`config.mk`:
```
export PLATFORM = sky130hd
export DESIGN_NAME = trace_reg_scan
export DESIGN_NICKNAME = d
export VERILOG_FILES = /design/src/rtl/trace_reg_scan.sv
export SDC_FILE = /design/constraint.sdc
export NUM_CORES = 1
export LEC_CHECK = 0
export ABC_AREA = 1
export CORE_MARGIN = 2
export CORE_UTILIZATION = 47
export DETAILED_ROUTE_END_ITERATION = 8
export GPL_TIMING_DRIVEN = 1
export PLACE_DENSITY = 0.79
export SLEW_MARGIN = 10
export SYNTH_ARGS = -nofsm -noshare
export SYNTH_HDL_FRONTEND = slang
export SYNTH_SLANG_ARGS = --single-unit
```
`constraint.sdc`:
```
create_clock -name tck -period 2.3 [get_ports tck]
set_clock_uncertainty 0.1 [all_clocks]
set_input_delay 0.46 -clock tck [delete_from_list [all_inputs] [get_ports tck]]
set_output_delay 0.46 -clock tck [all_outputs]
set_load 0.01 [all_outputs]
```
`src/rtl/trace_reg_scan.sv`:
```
module trace_reg_scan #(
  parameter logic [31:0] ID_VALUE  = 32'h5E3C_0A91,
  parameter int          RAM_DEPTH = 16,
  parameter int          RAM_WIDTH = 32,
  parameter int          CHAIN_W   = 5,
  parameter int          IR_W      = 4,
  parameter int          ADDR_W    = 7,
  parameter int          DATA_W    = 32,
  localparam int         PTR_W     = $clog2(RAM_DEPTH)
) (
  input  logic              tck,
  input  logic              trst_n,
  input  logic [3:0]        tap_state,
  input  logic [IR_W-1:0]   ir,
  input  logic              tdi,
  output logic              tdo,
  output logic [ADDR_W-1:0] bus_addr,
  output logic              bus_rd,
  output logic              bus_wr,
  output logic [DATA_W-1:0] bus_wdata,
  input  logic [DATA_W-1:0] bus_rdata,
  output logic [PTR_W-1:0]  ram_ptr
);
  localparam int SR_W = DATA_W + ADDR_W + 1;
  localparam logic [3:0] ST_CAPTURE = 4'h6;
  localparam logic [3:0] ST_SHIFT   = 4'h2;
  localparam logic [3:0] ST_UPDATE  = 4'h5;
  localparam logic [IR_W-1:0] IR_CHAIN = IR_W'(2);
  localparam logic [IR_W-1:0] IR_REGS  = IR_W'(12);
  localparam logic [ADDR_W-1:0] A_ID = 0, A_DEPTH = 1, A_WIDTH = 2, A_STATUS = 3, A_RAM = 4,
                                A_RPTR = 5, A_WPTR = 6, A_TRIG = 7, A_CTRL = 8;
  localparam logic [PTR_W-1:0] PTR_LAST = PTR_W'(RAM_DEPTH - 1);

  logic [SR_W-1:0]    sr;
  logic [CHAIN_W-1:0] chain_sr, chain_sel;
  logic               byp;
  logic [ADDR_W-1:0]  pend_addr;
  logic               pend_rd;
  logic [DATA_W-1:0]  read_word;

  function automatic logic on_bus(input logic [ADDR_W-1:0] a);
    return (a == A_STATUS) || (a == A_RAM) || (a == A_WPTR) || (a == A_TRIG) || (a == A_CTRL);
  endfunction

  wire capture   = tap_state == ST_CAPTURE;
  wire shift     = tap_state == ST_SHIFT;
  wire update    = tap_state == ST_UPDATE;
  wire chain_dr  = ir == IR_CHAIN;
  wire regs_dr   = (ir == IR_REGS) && (chain_sel == '0);
  wire bypass_dr = !chain_dr && !regs_dr;

  wire [ADDR_W-1:0] upd_addr  = sr[DATA_W +: ADDR_W];
  wire              upd_write = sr[SR_W-1];

  assign bus_rd    = regs_dr && capture && pend_rd && on_bus(pend_addr);
  assign bus_wr    = regs_dr && update && upd_write && on_bus(upd_addr);
  assign bus_addr  = capture ? pend_addr : upd_addr;
  assign bus_wdata = sr[DATA_W-1:0];

  wire ram_hit   = (bus_rd || bus_wr) && (bus_addr == A_RAM);
  wire rptr_load = regs_dr && update && upd_write && (upd_addr == A_RPTR);

  always_comb begin
    read_word = '0;
    if (pend_rd) begin
      case (pend_addr)
        A_ID:    read_word = ID_VALUE;
        A_DEPTH: read_word = DATA_W'(RAM_DEPTH);
        A_WIDTH: read_word = DATA_W'(RAM_WIDTH);
        A_RPTR:  read_word = DATA_W'(ram_ptr);
        default: read_word = on_bus(pend_addr) ? bus_rdata : '0;
      endcase
    end
  end

  always_ff @(posedge tck or negedge trst_n) begin
    if (!trst_n) begin
      sr <= '0;
    end else if (regs_dr) begin
      if (capture)    sr <= {{(ADDR_W + 1){1'b0}}, read_word};
      else if (shift) sr <= {tdi, sr[SR_W-1:1]};
    end
  end

  always_ff @(posedge tck or negedge trst_n) begin
    if (!trst_n) begin
      chain_sr  <= '1;
      chain_sel <= '1;
    end else if (chain_dr) begin
      if (capture)     chain_sr  <= chain_sel;
      else if (shift)  chain_sr  <= {tdi, chain_sr[CHAIN_W-1:1]};
      else if (update) chain_sel <= chain_sr;
    end
  end

  always_ff @(posedge tck or negedge trst_n) begin
    if (!trst_n)        byp <= 1'b0;
    else if (bypass_dr) begin
      if (capture)      byp <= 1'b0;
      else if (shift)   byp <= tdi;
    end
  end

  always_ff @(posedge tck or negedge trst_n) begin
    if (!trst_n) begin
      pend_addr <= A_ID;
      pend_rd   <= 1'b1;
    end else if (regs_dr && update) begin
      pend_addr <= upd_addr;
      pend_rd   <= !upd_write;
    end
  end

  always_ff @(posedge tck or negedge trst_n) begin
    if (!trst_n)        ram_ptr <= '0;
    else if (rptr_load) ram_ptr <= bus_wdata[PTR_W-1:0];
    else if (ram_hit)   ram_ptr <= (ram_ptr == PTR_LAST) ? '0 : ram_ptr + 1'b1;
  end

  assign tdo = chain_dr ? chain_sr[0] : (regs_dr ? sr[0] : byp);
endmodule

```
# Yosys cells after proc, flatten, opt, wreduce, memory -nomap -nowiden
# Index checks and enable logic that the tools add are counted.
# totals
ff_bits	63
in_bits	43
output_inout_bits	46
elab_cells	76
# classes
n_addsub	1
eq_ne	21
n_mux	15
n_bitwise	2
n_reduce_logical	30
# ops
operator	count
$pmux W32 S4	1
$mux W40	2
$mux W32	2
$eq A7 B3 Y1 const B	9
$eq A7 B2 Y1 const B	3
$eq A7 B4 Y1 const B	2
$mux W4	3
$logic_and A1 B1 Y1	10
$mux W5	2
$logic_or A1 B1 Y1	9
$eq A4 B2 Y1 const B	2
$eq A4 B3 Y1 const B	2
$eq A4 B4 Y1 const B	2
$eq A7 B1 Y1 const B	1
$logic_not A7 Y1	1
$mux W7	1
$reduce_and A2 Y1	3
$logic_not A5 Y1	1
$add A4 B1 Y4 const B	1
$mux W1	4
$reduce_and A4 Y1	1
$reduce_bool A2 Y1	2
$logic_not A1 Y1	3
$not A1 Y1	2

# Depth between registers and ports, before layout
# Gate-level depths: netlist of run 1.
# logic_depth
depth_word	10
ltp_mapped	13
mapped_depth_nobuf	12

# Worst setup path after synthesis of run 1
# Ideal clock, no wire load.
# synth_timing
path_kind	reg2out
from	register pend_addr[5]
to	output bus_rd
arrival_ns	1.271
required_ns	1.740
setup_slack_ns	0.469
stages_incl_launch_ff	7
path_buffers	1
path_cell_list	dfrtp_1 > nor3_4 > nand2_1 > nor2_1 > buf_2 > nand3_1 > inv_1
# synth_between
elab_chain_cells	6
# synth_rtl
element	line	text
start: declaration	37	logic [ADDR_W-1:0] pend_addr;
start signal: assignment	109	pend_addr <= upd_addr;
$eq A7 B2 Y1 / $eq A7 B3 Y1 (equally long branches)	42	return (a == A_STATUS) || (a == A_RAM) || (a == A_WPTR) || (a == A_TRIG) || (a == A_CTRL);
$logic_or A1 B1 Y1 (3 in a row)	42	
$logic_or A1 B1 Y1 *	42	
$logic_and A1 B1 Y1 *	55	assign bus_rd = regs_dr && capture && pend_rd && on_bus(pend_addr);
end: declaration	18	output logic bus_rd,
# Every way passes the cells marked *; elsewhere a longest branch is shown, timed or not.

# Final worst setup path of run 1
# layout_timing
from	input ir[0]
to	output tdo
# layout_between
elab_chain_cells	4
# layout_rtl
element	line	text
start: declaration	14	input logic [IR_W-1:0] ir,
$eq A4 B4 Y1	49	wire regs_dr = (ir == IR_REGS) && (chain_sel == '0);
$logic_and A1 B1 Y1	49	
$mux W1	120	assign tdo = chain_dr ? chain_sr[0] : (regs_dr ? sr[0] : byp);
$mux W1 *	120	
end: declaration	16	output logic tdo,
# Marked as above.

==> flow_results.xml, run 1 <==
<?xml version="1.0" encoding="UTF-8"?>
<metrics>
  <group name="floorplan">
    <metric name="die_height" unit="um">93.6</metric>
    <metric name="floorplan.initialDensity" unit="%">48.6</metric>
    <metric name="top_level_ports" unit="">89</metric>
    <metric name="rows" unit="">32</metric>
    <metric name="core_region_area" unit="mm2">0.00777</metric>
    <metric name="die-area" unit="mm2">0.00876</metric>
    <metric name="die_x_extent" unit="um">93.6</metric>
  </group>
  <group name="timing">
    <metric name="final.min_clock_period" unit="ps">2270</metric>
    <metric name="slew_headroom" unit="%">70.7</metric>
    <metric name="final.period_utilization" unit="%">98.8</metric>
    <metric name="max_freq" unit="GHz">0.440</metric>
    <metric name="final.setup.worst_slack" unit="ps">27.0</metric>
    <metric name="worst_slew_pin_slew" unit="ps">439</metric>
    <metric name="rsz0062_at_grt" unit="">true</metric>
    <metric name="final_hold_viol_count" unit="">0</metric>
    <metric name="fin_setup_tns" unit="ps">0</metric>
    <metric name="drv_slew" unit="">0</metric>
    <metric name="setup_viol" unit="">0</metric>
  </group>
  <group name="clock_tree">
    <metric name="clk_pin_slew_worst_paths" unit="ps">70</metric>
    <metric name="numClockSinks" unit="">63</metric>
    <metric name="clockRootBuffer" unit="">clkbuf_8</metric>
    <metric name="ctsHtreeMaxLevel" unit="">3</metric>
    <metric name="clock_tree_from_tritoncts" unit="">built</metric>
    <metric name="holdBufCountCts" unit="">0</metric>
    <metric name="clock_path_buffers" unit="">2</metric>
    <metric name="worstSkewPairLatency" unit="ps">340</metric>
    <metric name="cts-buffers-inserted" unit="">9</metric>
  </group>
  <group name="worst_setup_path">
    <metric name="ff2ff_path_depth" unit="">10</metric>
    <metric name="critical_path_class" unit="">in -&gt; out</metric>
    <metric name="timing.critical_path.arrival" unit="ps">1710</metric>
    <metric name="worstSetupStartpointType" unit="">primary input</metric>
    <metric name="worst-r2r-setup-slack" unit="ps">340</metric>
    <metric name="worst_ep_required_time" unit="ps">1740</metric>
    <metric name="crit_path_max_fo" unit="">2</metric>
    <metric name="worst_setup_path_end_kind" unit="">output port</metric>
  </group>
  <group name="power_and_ir_drop">
    <metric name="max_ir_drop_vdd" unit="V">0.000402</metric>
    <metric name="power_density" unit="mW/mm2">636</metric>
    <metric name="fin_total_pwr" unit="W">0.00320</metric>
    <metric name="p_leak" unit="nW">2.47</metric>
  </group>
  <group name="hold_path">
    <metric name="timing.hold.worst.class" unit="">in -&gt; async</metric>
  </group>
  <group name="cells_and_area">
    <metric name="antenna_cells" unit="">0</metric>
    <metric name="syn2layout_area_growth" unit="%">33.6</metric>
    <metric name="fin_nets" unit="">628</metric>
    <metric name="final-instance-count-excl-fill" unit="">691</metric>
    <metric name="count_of_filler_cells_inserted_in_the_layout" unit="">671</metric>
    <metric name="fin_util" unit="%">64.9</metric>
    <metric name="drive_above_1_share" unit="%">21.1</metric>
  </group>
  <group name="synth">
    <metric name="synth_cell_types" unit="">35</metric>
    <metric name="postSynth.topFlopCell" unit="">dfrtp_1</metric>
    <metric name="synth_sequential_area_ratio" unit="%">42.2</metric>
    <metric name="postSynth.asyncResetShare" unit="%">100</metric>
    <metric name="netlist.area_leader.share" unit="%">34.5</metric>
    <metric name="yosysWarningCount" unit="">0</metric>
    <metric name="synth_cells" unit="">490</metric>
    <metric name="syn-num-nets" unit="">534</metric>
    <metric name="post_synth_most_frequent_cells" unit="">nand2_1 (146), dfrtp_1 (52), inv_1 (38)</metric>
    <metric name="postSynthRegisterBits" unit="">63</metric>
    <metric name="synth_enable_flop_cells" unit="">0</metric>
    <metric name="synth.cell_area" unit="mm2">0.00377</metric>
    <metric name="syn-mean-instance-area" unit="um2">7.70</metric>
    <metric name="synth.most_common_cell" unit="">nand2_1</metric>
    <metric name="netlist_top_cells_area" unit="">dfrtp_1 (35%), nand2_1 (15%), dfstp_2 (7.7%)</metric>
    <metric name="synth_top_cell_by_area" unit="">dfrtp_1</metric>
  </group>
  <group name="placed_design">
    <metric name="buffer_ports.inserted" unit="">88</metric>
    <metric name="hpwl" unit="mm">7.13</metric>
    <metric name="place.gp.congestion" unit="">0.892</metric>
    <metric name="dp.cells" unit="">673</metric>
    <metric name="pre_cts_worst_setup_slack" unit="ps">-513</metric>
  </group>
  <group name="route">
    <metric name="routed_via_density" unit="">5.11</metric>
    <metric name="drt-total-wl" unit="mm">9.82</metric>
    <metric name="detail_route.iter0.violations" unit="">199</metric>
    <metric name="antenna_violating_nets_post_route" unit="">0</metric>
    <metric name="post_drt_wl_per_cell" unit="um">14.2</metric>
    <metric name="first_pass_iters" unit="">4</metric>
    <metric name="num_vias" unit="">3528</metric>
    <metric name="drcViolationCount" unit="">0</metric>
  </group>
  <group name="global_routing">
    <metric name="pin_count_of_the_biggest_net_entering_global_routing" unit="">64</metric>
    <metric name="grt.overflow.total" unit="">0</metric>
    <metric name="globalRouteTotalUtil" unit="%">23.4</metric>
    <metric name="wire_length_of_the_first_global_routing_pass" unit="mm">16.0</metric>
    <metric name="antenna_found_initial" unit="">0</metric>
    <metric name="grt_pass1_vias" unit="">3399</metric>
  </group>
  <group name="outcome">
    <metric name="status" unit="">finished, final reports clean</metric>
  </group>
  <group name="run">
    <metric name="max_cap_violations" unit="">0</metric>
  </group>
</metrics>
-- registers in the layout, summed over array words and instances, names as in the netlist --
| name | count |
|---|---|
| sr | 40 |
| pend_addr | 7 |
| chain_sel | 5 |
| chain_sr | 5 |
| ram_ptr | 4 |
| byp | 1 |
| pend_rd | 1 |
-- critical path: stages --
cell	delay, ps
clkdlybuf4s50_1	420
inv_1	90
nand2_2	90
nor2_2	120
inv_1	70
buf_4	140
a21oi_2	130
a21oi_1	50
buf_2	140
-- metal layers --
metal | part of all wire (%) | track usage, % | vias up
met5 | 0 | 0 | -
met2 | 47 | 39.7 | 100
met4 | 1.1 | 8.33 | 0
li1 | - | - | 1757
met3 | 6.4 | 3.63 | 10
met1 | 45 | 30.5 | 1661
-- final cells by class --
| type | instances | area [um2] | share of cell area, % |
|---|---|---|---|
| Multi-Input combinational cell | 333 | 1750 | 34.7 |
| Sequential cell | 63 | 1590 | 31.6 |
| Inverter | 43 | 161 | 3.20 |
| Clock buffer | 12 | 155 | 3.08 |
| Timing Repair Buffer | 134 | 1210 | 24.1 |
| Clock inverter | 4 | 45.0 | 0.894 |
| Tap cell | 102 | 128 | 2.53 |
-- metrics by stage --
stage / hold WS (ps) / area [um2]
after floorplan: 64.4 / 3770
after global routing: 38.1 / 5040
after global placement: 386 / 4800
after CTS: 34.2 / 5020
after detailed placement: 394 / 4800
final: 20.7 / 5040
-- report_power, final --
part | total (W) | switching (W) | internal [W]
Combinational | 0.000771 | 0.000335 | 0.000437
Sequential | 0.00145 | 0.000152 | 0.00129
Clock | 0.000985 | 0.000430 | 0.000555
-- cells by family after synthesis --
group	share of synthesized area, %
xor gates and xnor gates	0.232
buffers and inverters	13.1
DFF	42.2
adders and majority gates	0.332
and+or+nand+nor	26.6
AOI/OAI and AO/OA	17.5
-- worst paths after layout --
kind | from | to
setup / recovery | ir[0] | tdo
hold / removal | trst_n | sr[15]
setup reg to reg | pend_addr[4] | ram_ptr[1]
hold reg to reg | chain_sr[2] | chain_sel[2]
max in group asynchronous | trst_n | chain_sel[2]
min in group tck | chain_sr[2] | chain_sel[2]
-- layout by cell type, fill, tap and decap left out, types with 6 or more instances in the layout --
master / netlist / layout
nand2_1: 146 / 145
clkdlybuf4s50_1: 0 / 71
dfrtp_1: 52 / 52
buf_4: 32 / 41
inv_1: 38 / 37
o21ai_0: 36 / 35
a21oi_1: 35 / 34
nand3_1: 26 / 24
a2bb2oi_1: 16 / 16
nor2_1: 17 / 12
or2_2: 12 / 12
dfstp_2: 11 / 11
clkbuf_8: 0 / 11
a21boi_1: 10 / 10
buf_2: 6 / 7
nor2_2: 2 / 6
-- timing repair --
item / 4_1_cts / 5_1_grt
gates resized for setup: 47 / 14
setup endpoints to repair: 10 / 8
pin swaps: 3 / 4
endpoints found under the hold margin: 0 / 0
setup buffers: 1 / 1
No activity file was read; power rests on OpenSTA's default activity.
==> run 2, diff against run 1 <==
- CORE_UTILIZATION: 47 -> 46
- CTS_CLUSTER_SIZE: unset -> 14
- PLACE_DENSITY: 0.79 -> 0.81
- clock period: 2.3 -> 1.8 ns (I/O delays scaled with it)
==> run 2 against run 1 <==
- the flow now finishes with violations (setup timing)
- register-to-register slack got worse by 430 ps
- non-clock buffer count rose by 60
- first-iteration DRC count rose by 7.5%
- worst hold slack improved by 260 ps
- combinational power rose by 57%
- sequential share of layout area fell by 4.3 points
- routed wire length rose by 24%
- final cell count rose by 9.1%
- critical endpoint unchanged
==> flow_results.xml, run 2 (synthesized netlist as in run 1, its figures left out) <==
<?xml version="1.0" encoding="UTF-8"?>
<metrics>
  <group name="route">
    <metric name="num_vias" unit="">4093</metric>
    <metric name="drt-total-wl" unit="mm">12.2</metric>
    <metric name="drcViolationCount" unit="">0</metric>
    <metric name="routed_via_density" unit="">5.43</metric>
    <metric name="post_drt_wl_per_cell" unit="um">16.2</metric>
    <metric name="antenna_violating_nets_post_route" unit="">0</metric>
    <metric name="first_pass_iters" unit="">5</metric>
    <metric name="detail_route.iter0.violations" unit="">214</metric>
  </group>
  <group name="power_and_ir_drop">
    <metric name="max_ir_drop_vdd" unit="V">0.000511</metric>
    <metric name="p_switching" unit="W">0.00128</metric>
    <metric name="p_sw_share" unit="%">31.0</metric>
    <metric name="clock_power_share" unit="%">26.2</metric>
    <metric name="cell_internal_pwr" unit="W">0.00285</metric>
    <metric name="power_density" unit="mW/mm2">707</metric>
    <metric name="p_leak" unit="nW">2.94</metric>
    <metric name="fin_total_pwr" unit="W">0.00414</metric>
    <metric name="seqPwrFrac" unit="%">44.6</metric>
    <metric name="comb_power_share" unit="%">29.2</metric>
  </group>
  <group name="clock_tree">
    <metric name="clk_pin_slew_worst_paths" unit="ps">70</metric>
    <metric name="numClockSinks" unit="">63</metric>
    <metric name="clockRootBuffer" unit="">clkbuf_8</metric>
    <metric name="cts-buffers-inserted" unit="">9</metric>
    <metric name="clock_path_buffers" unit="">2</metric>
    <metric name="clock_tree_from_tritoncts" unit="">built</metric>
    <metric name="ctsHtreeMaxLevel" unit="">3</metric>
    <metric name="worstSkewPairLatency" unit="ps">340</metric>
  </group>
  <group name="timing">
    <metric name="setup_viol" unit="">21</metric>
    <metric name="final.period_utilization" unit="%">118</metric>
    <metric name="fin_setup_tns" unit="ps">-1560</metric>
    <metric name="final.min_clock_period" unit="ps">2120</metric>
    <metric name="rsz0062_at_grt" unit="">true</metric>
    <metric name="drv_slew" unit="">0</metric>
    <metric name="final.setup.worst_slack" unit="ps">-322</metric>
    <metric name="worst_slew_pin_slew" unit="ps">398</metric>
    <metric name="max_freq" unit="GHz">0.471</metric>
    <metric name="slew_headroom" unit="%">73.4</metric>
    <metric name="final_hold_viol_count" unit="">0</metric>
  </group>
  <group name="placed_design">
    <metric name="pre_cts_worst_setup_slack" unit="ps">-758</metric>
    <metric name="buffer_ports.inserted" unit="">88</metric>
    <metric name="dp.cells" unit="">709</metric>
    <metric name="hpwl" unit="mm">7.40</metric>
    <metric name="place.gp.congestion" unit="">0.862</metric>
  </group>
  <group name="worst_setup_path">
    <metric name="critical_path.cell_chain" unit="">nor2_4 -&gt; nand3_4 -&gt; nor2_4 -&gt; buf_6 -&gt; inv_4 -&gt; o21ai_4 -&gt; a21oi_2 -&gt; a21oi_1 -&gt; buf_2</metric>
    <metric name="timing.critical_path.arrival" unit="ps">1660</metric>
    <metric name="path_buf_inv" unit="">3</metric>
    <metric name="cpPeakStageDelay" unit="ps">390</metric>
    <metric name="worstSetupStartpointType" unit="">register</metric>
    <metric name="dominant_delay_contributor_by_cell_family_on_the_critical_path" unit="">flip-flops</metric>
    <metric name="critPathLaunch" unit="">chain_sel[0]</metric>
    <metric name="timing.critical_path.slowest_stage_cell" unit="">dfstp_2</metric>
    <metric name="worst_ep_required_time" unit="ps">1340</metric>
    <metric name="critical_path_class" unit="">reg -&gt; out</metric>
    <metric name="worst_setup_path_end_kind" unit="">output port</metric>
    <metric name="crit_path_max_fo" unit="">2</metric>
    <metric name="cpMostUsedCell" unit="">nor2_4</metric>
    <metric name="crit-reg2reg-launch" unit="">pend_addr[5]</metric>
  </group>
  <group name="global_routing">
    <metric name="globalRouteMet1Util" unit="%">31.1</metric>
    <metric name="global_route.usage.met3" unit="%">3.59</metric>
    <metric name="antenna_found_initial" unit="">0</metric>
    <metric name="grt_busiest_layer" unit="">met2</metric>
    <metric name="wire_length_of_the_first_global_routing_pass" unit="mm">17.6</metric>
    <metric name="grt.overflow.total" unit="">0</metric>
    <metric name="grt_pass1_vias" unit="">3847</metric>
    <metric name="pin_count_of_the_biggest_net_entering_global_routing" unit="">64</metric>
    <metric name="gr-usage-met2" unit="%">44.4</metric>
    <metric name="globalRouteTotalUtil" unit="%">24.9</metric>
  </group>
  <group name="outcome">
    <metric name="status" unit="">finished, violations left</metric>
    <metric name="violations_in_the_final_reports" unit="">setup timing</metric>
  </group>
  <group name="floorplan">
    <metric name="die_height" unit="um">94.5</metric>
    <metric name="die_x_extent" unit="um">94.5</metric>
    <metric name="core_region_area" unit="mm2">0.00809</metric>
    <metric name="floorplan.initialDensity" unit="%">46.6</metric>
    <metric name="rows" unit="">33</metric>
    <metric name="top_level_ports" unit="">89</metric>
    <metric name="die-area" unit="mm2">0.00894</metric>
  </group>
  <group name="run">
    <metric name="max_cap_violations" unit="">0</metric>
  </group>
  <group name="cells_and_area">
    <metric name="layout_commonest_cell" unit="">nand2_1</metric>
    <metric name="largestRegisters" unit="">sr (40), pend_addr (7)</metric>
    <metric name="max_flop_register" unit="">sr</metric>
    <metric name="number_of_flip_flops_in_the_largest_register" unit="">40</metric>
    <metric name="drive_above_1_share" unit="%">38.2</metric>
    <metric name="syn2layout_area_growth" unit="%">55.3</metric>
    <metric name="fin_nets" unit="">689</metric>
    <metric name="final-instance-count-excl-fill" unit="">754</metric>
    <metric name="antenna_cells" unit="">0</metric>
    <metric name="count_of_filler_cells_inserted_in_the_layout" unit="">567</metric>
    <metric name="commonest_cells_after_routing_fill_and_taps_aside" unit="">nand2_1 (123), buf_4 (80), clkdlybuf4s50_1 (61)</metric>
  </group>
  <group name="hold_path">
    <metric name="hold_path.startpoint" unit="">tap_state[2]</metric>
    <metric name="timing.hold.worst.class" unit="">in -&gt; reg</metric>
  </group>
</metrics>
==> run 2: cell count changes in the layout (fill, tap and decap cells not counted), sizes merged <==
| cell | previous run | this run |
|---|---|---|
| buf | 53 | 114 |
| clkdlybuf4s50 | 71 | 61 |
| dlymetal6s2s | 2 | 9 |
| clkinvlp | 0 | 3 |
| bufinv | 1 | 0 |
| clkbuf | 15 | 16 |
| dlygate4sd2 | 4 | 3 |
| dlygate4sd3 | 0 | 1 |
| inv | 42 | 41 |
==> run 2: layout make-up <==
| type | instances | area, um2 | area share [%] |
|---|---|---|---|
| inverter | 43 | 175 | 2.99 |
| tap | 105 | 131 | 2.24 |
| timing repair buffer | 194 | 1800 | 30.8 |
| multi-input combinational | 333 | 1980 | 33.8 |
| clock inverter | 4 | 22.5 | 0.385 |
| clock buffer | 11 | 141 | 2.41 |
| sequential | 63 | 1590 | 27.2 |
| timing repair inverter | 1 | 7.51 | 0.128 |
==> run 2: worst paths after layout <==
kind	endpoint	slack, ps	depth (start not counted)
setup / recovery	tdo	-320	9
hold / removal	sr[38]	280	3
setup reg to reg	ram_ptr[2]	-90	12
hold reg to reg	chain_sel[1]	400	2
max in group asynchronous	chain_sr[2]	810	3
min in group asynchronous	sr[21]	440	3
==> run 2: what timing repair did <==
item                                    4_1_cts  5_1_grt
endpoints found under the setup margin       52       51
cloned                                        1        1
hold buffers                                  1        0
buffers inserted                             15       22
endpoints found under the hold margin        52        0
pin swaps                                    14       36
resized for setup                            82      113
==> run 2: worst reg2reg max path, delay by kind of cell, from the launching register on <==
kind                   cells  cell delay [ps]
buffers and inverters      3              300
and+or+nand+nor            9             1020
DFF                        1              410
==> run 2: power by group through the flow <==
stage,Sequential [W],Combinational [W],Clock (W)
finish,0.00185,0.00121,0.00109
floorplan,0.00180,0.000628,0
global placement,0.00183,0.00104,0
global route,0.00187,0.00130,0.00118
CTS,0.00183,0.00111,0.00109
detailed placement,0.00184,0.00107,0
==> run 2: metrics by stage <==
stage          utilization, %  hold WS [ps]  area, um2
6_report                 72.4           283       5860
5_1_grt                  72.4           291       5860
4_1_cts                  67.1           263       5430
3_5_place_dp             62.7           302       5070
3_3_place_gp             62.7           298       5070
2_1_floorplan               -         -35.6       3770
==> run 2: metal layers <==
| metal | wire [um] | share of wire [%] | up-vias |
|---|---|---|---|
| met4 | 263 | 2.2 | 0 |
| met1 | 4770 | 39 | 1989 |
| met2 | 6410 | 52 | 195 |
| met3 | 772 | 6.3 | 25 |
| li1 | - | - | 1884 |
| met5 | 0 | 0 | - |
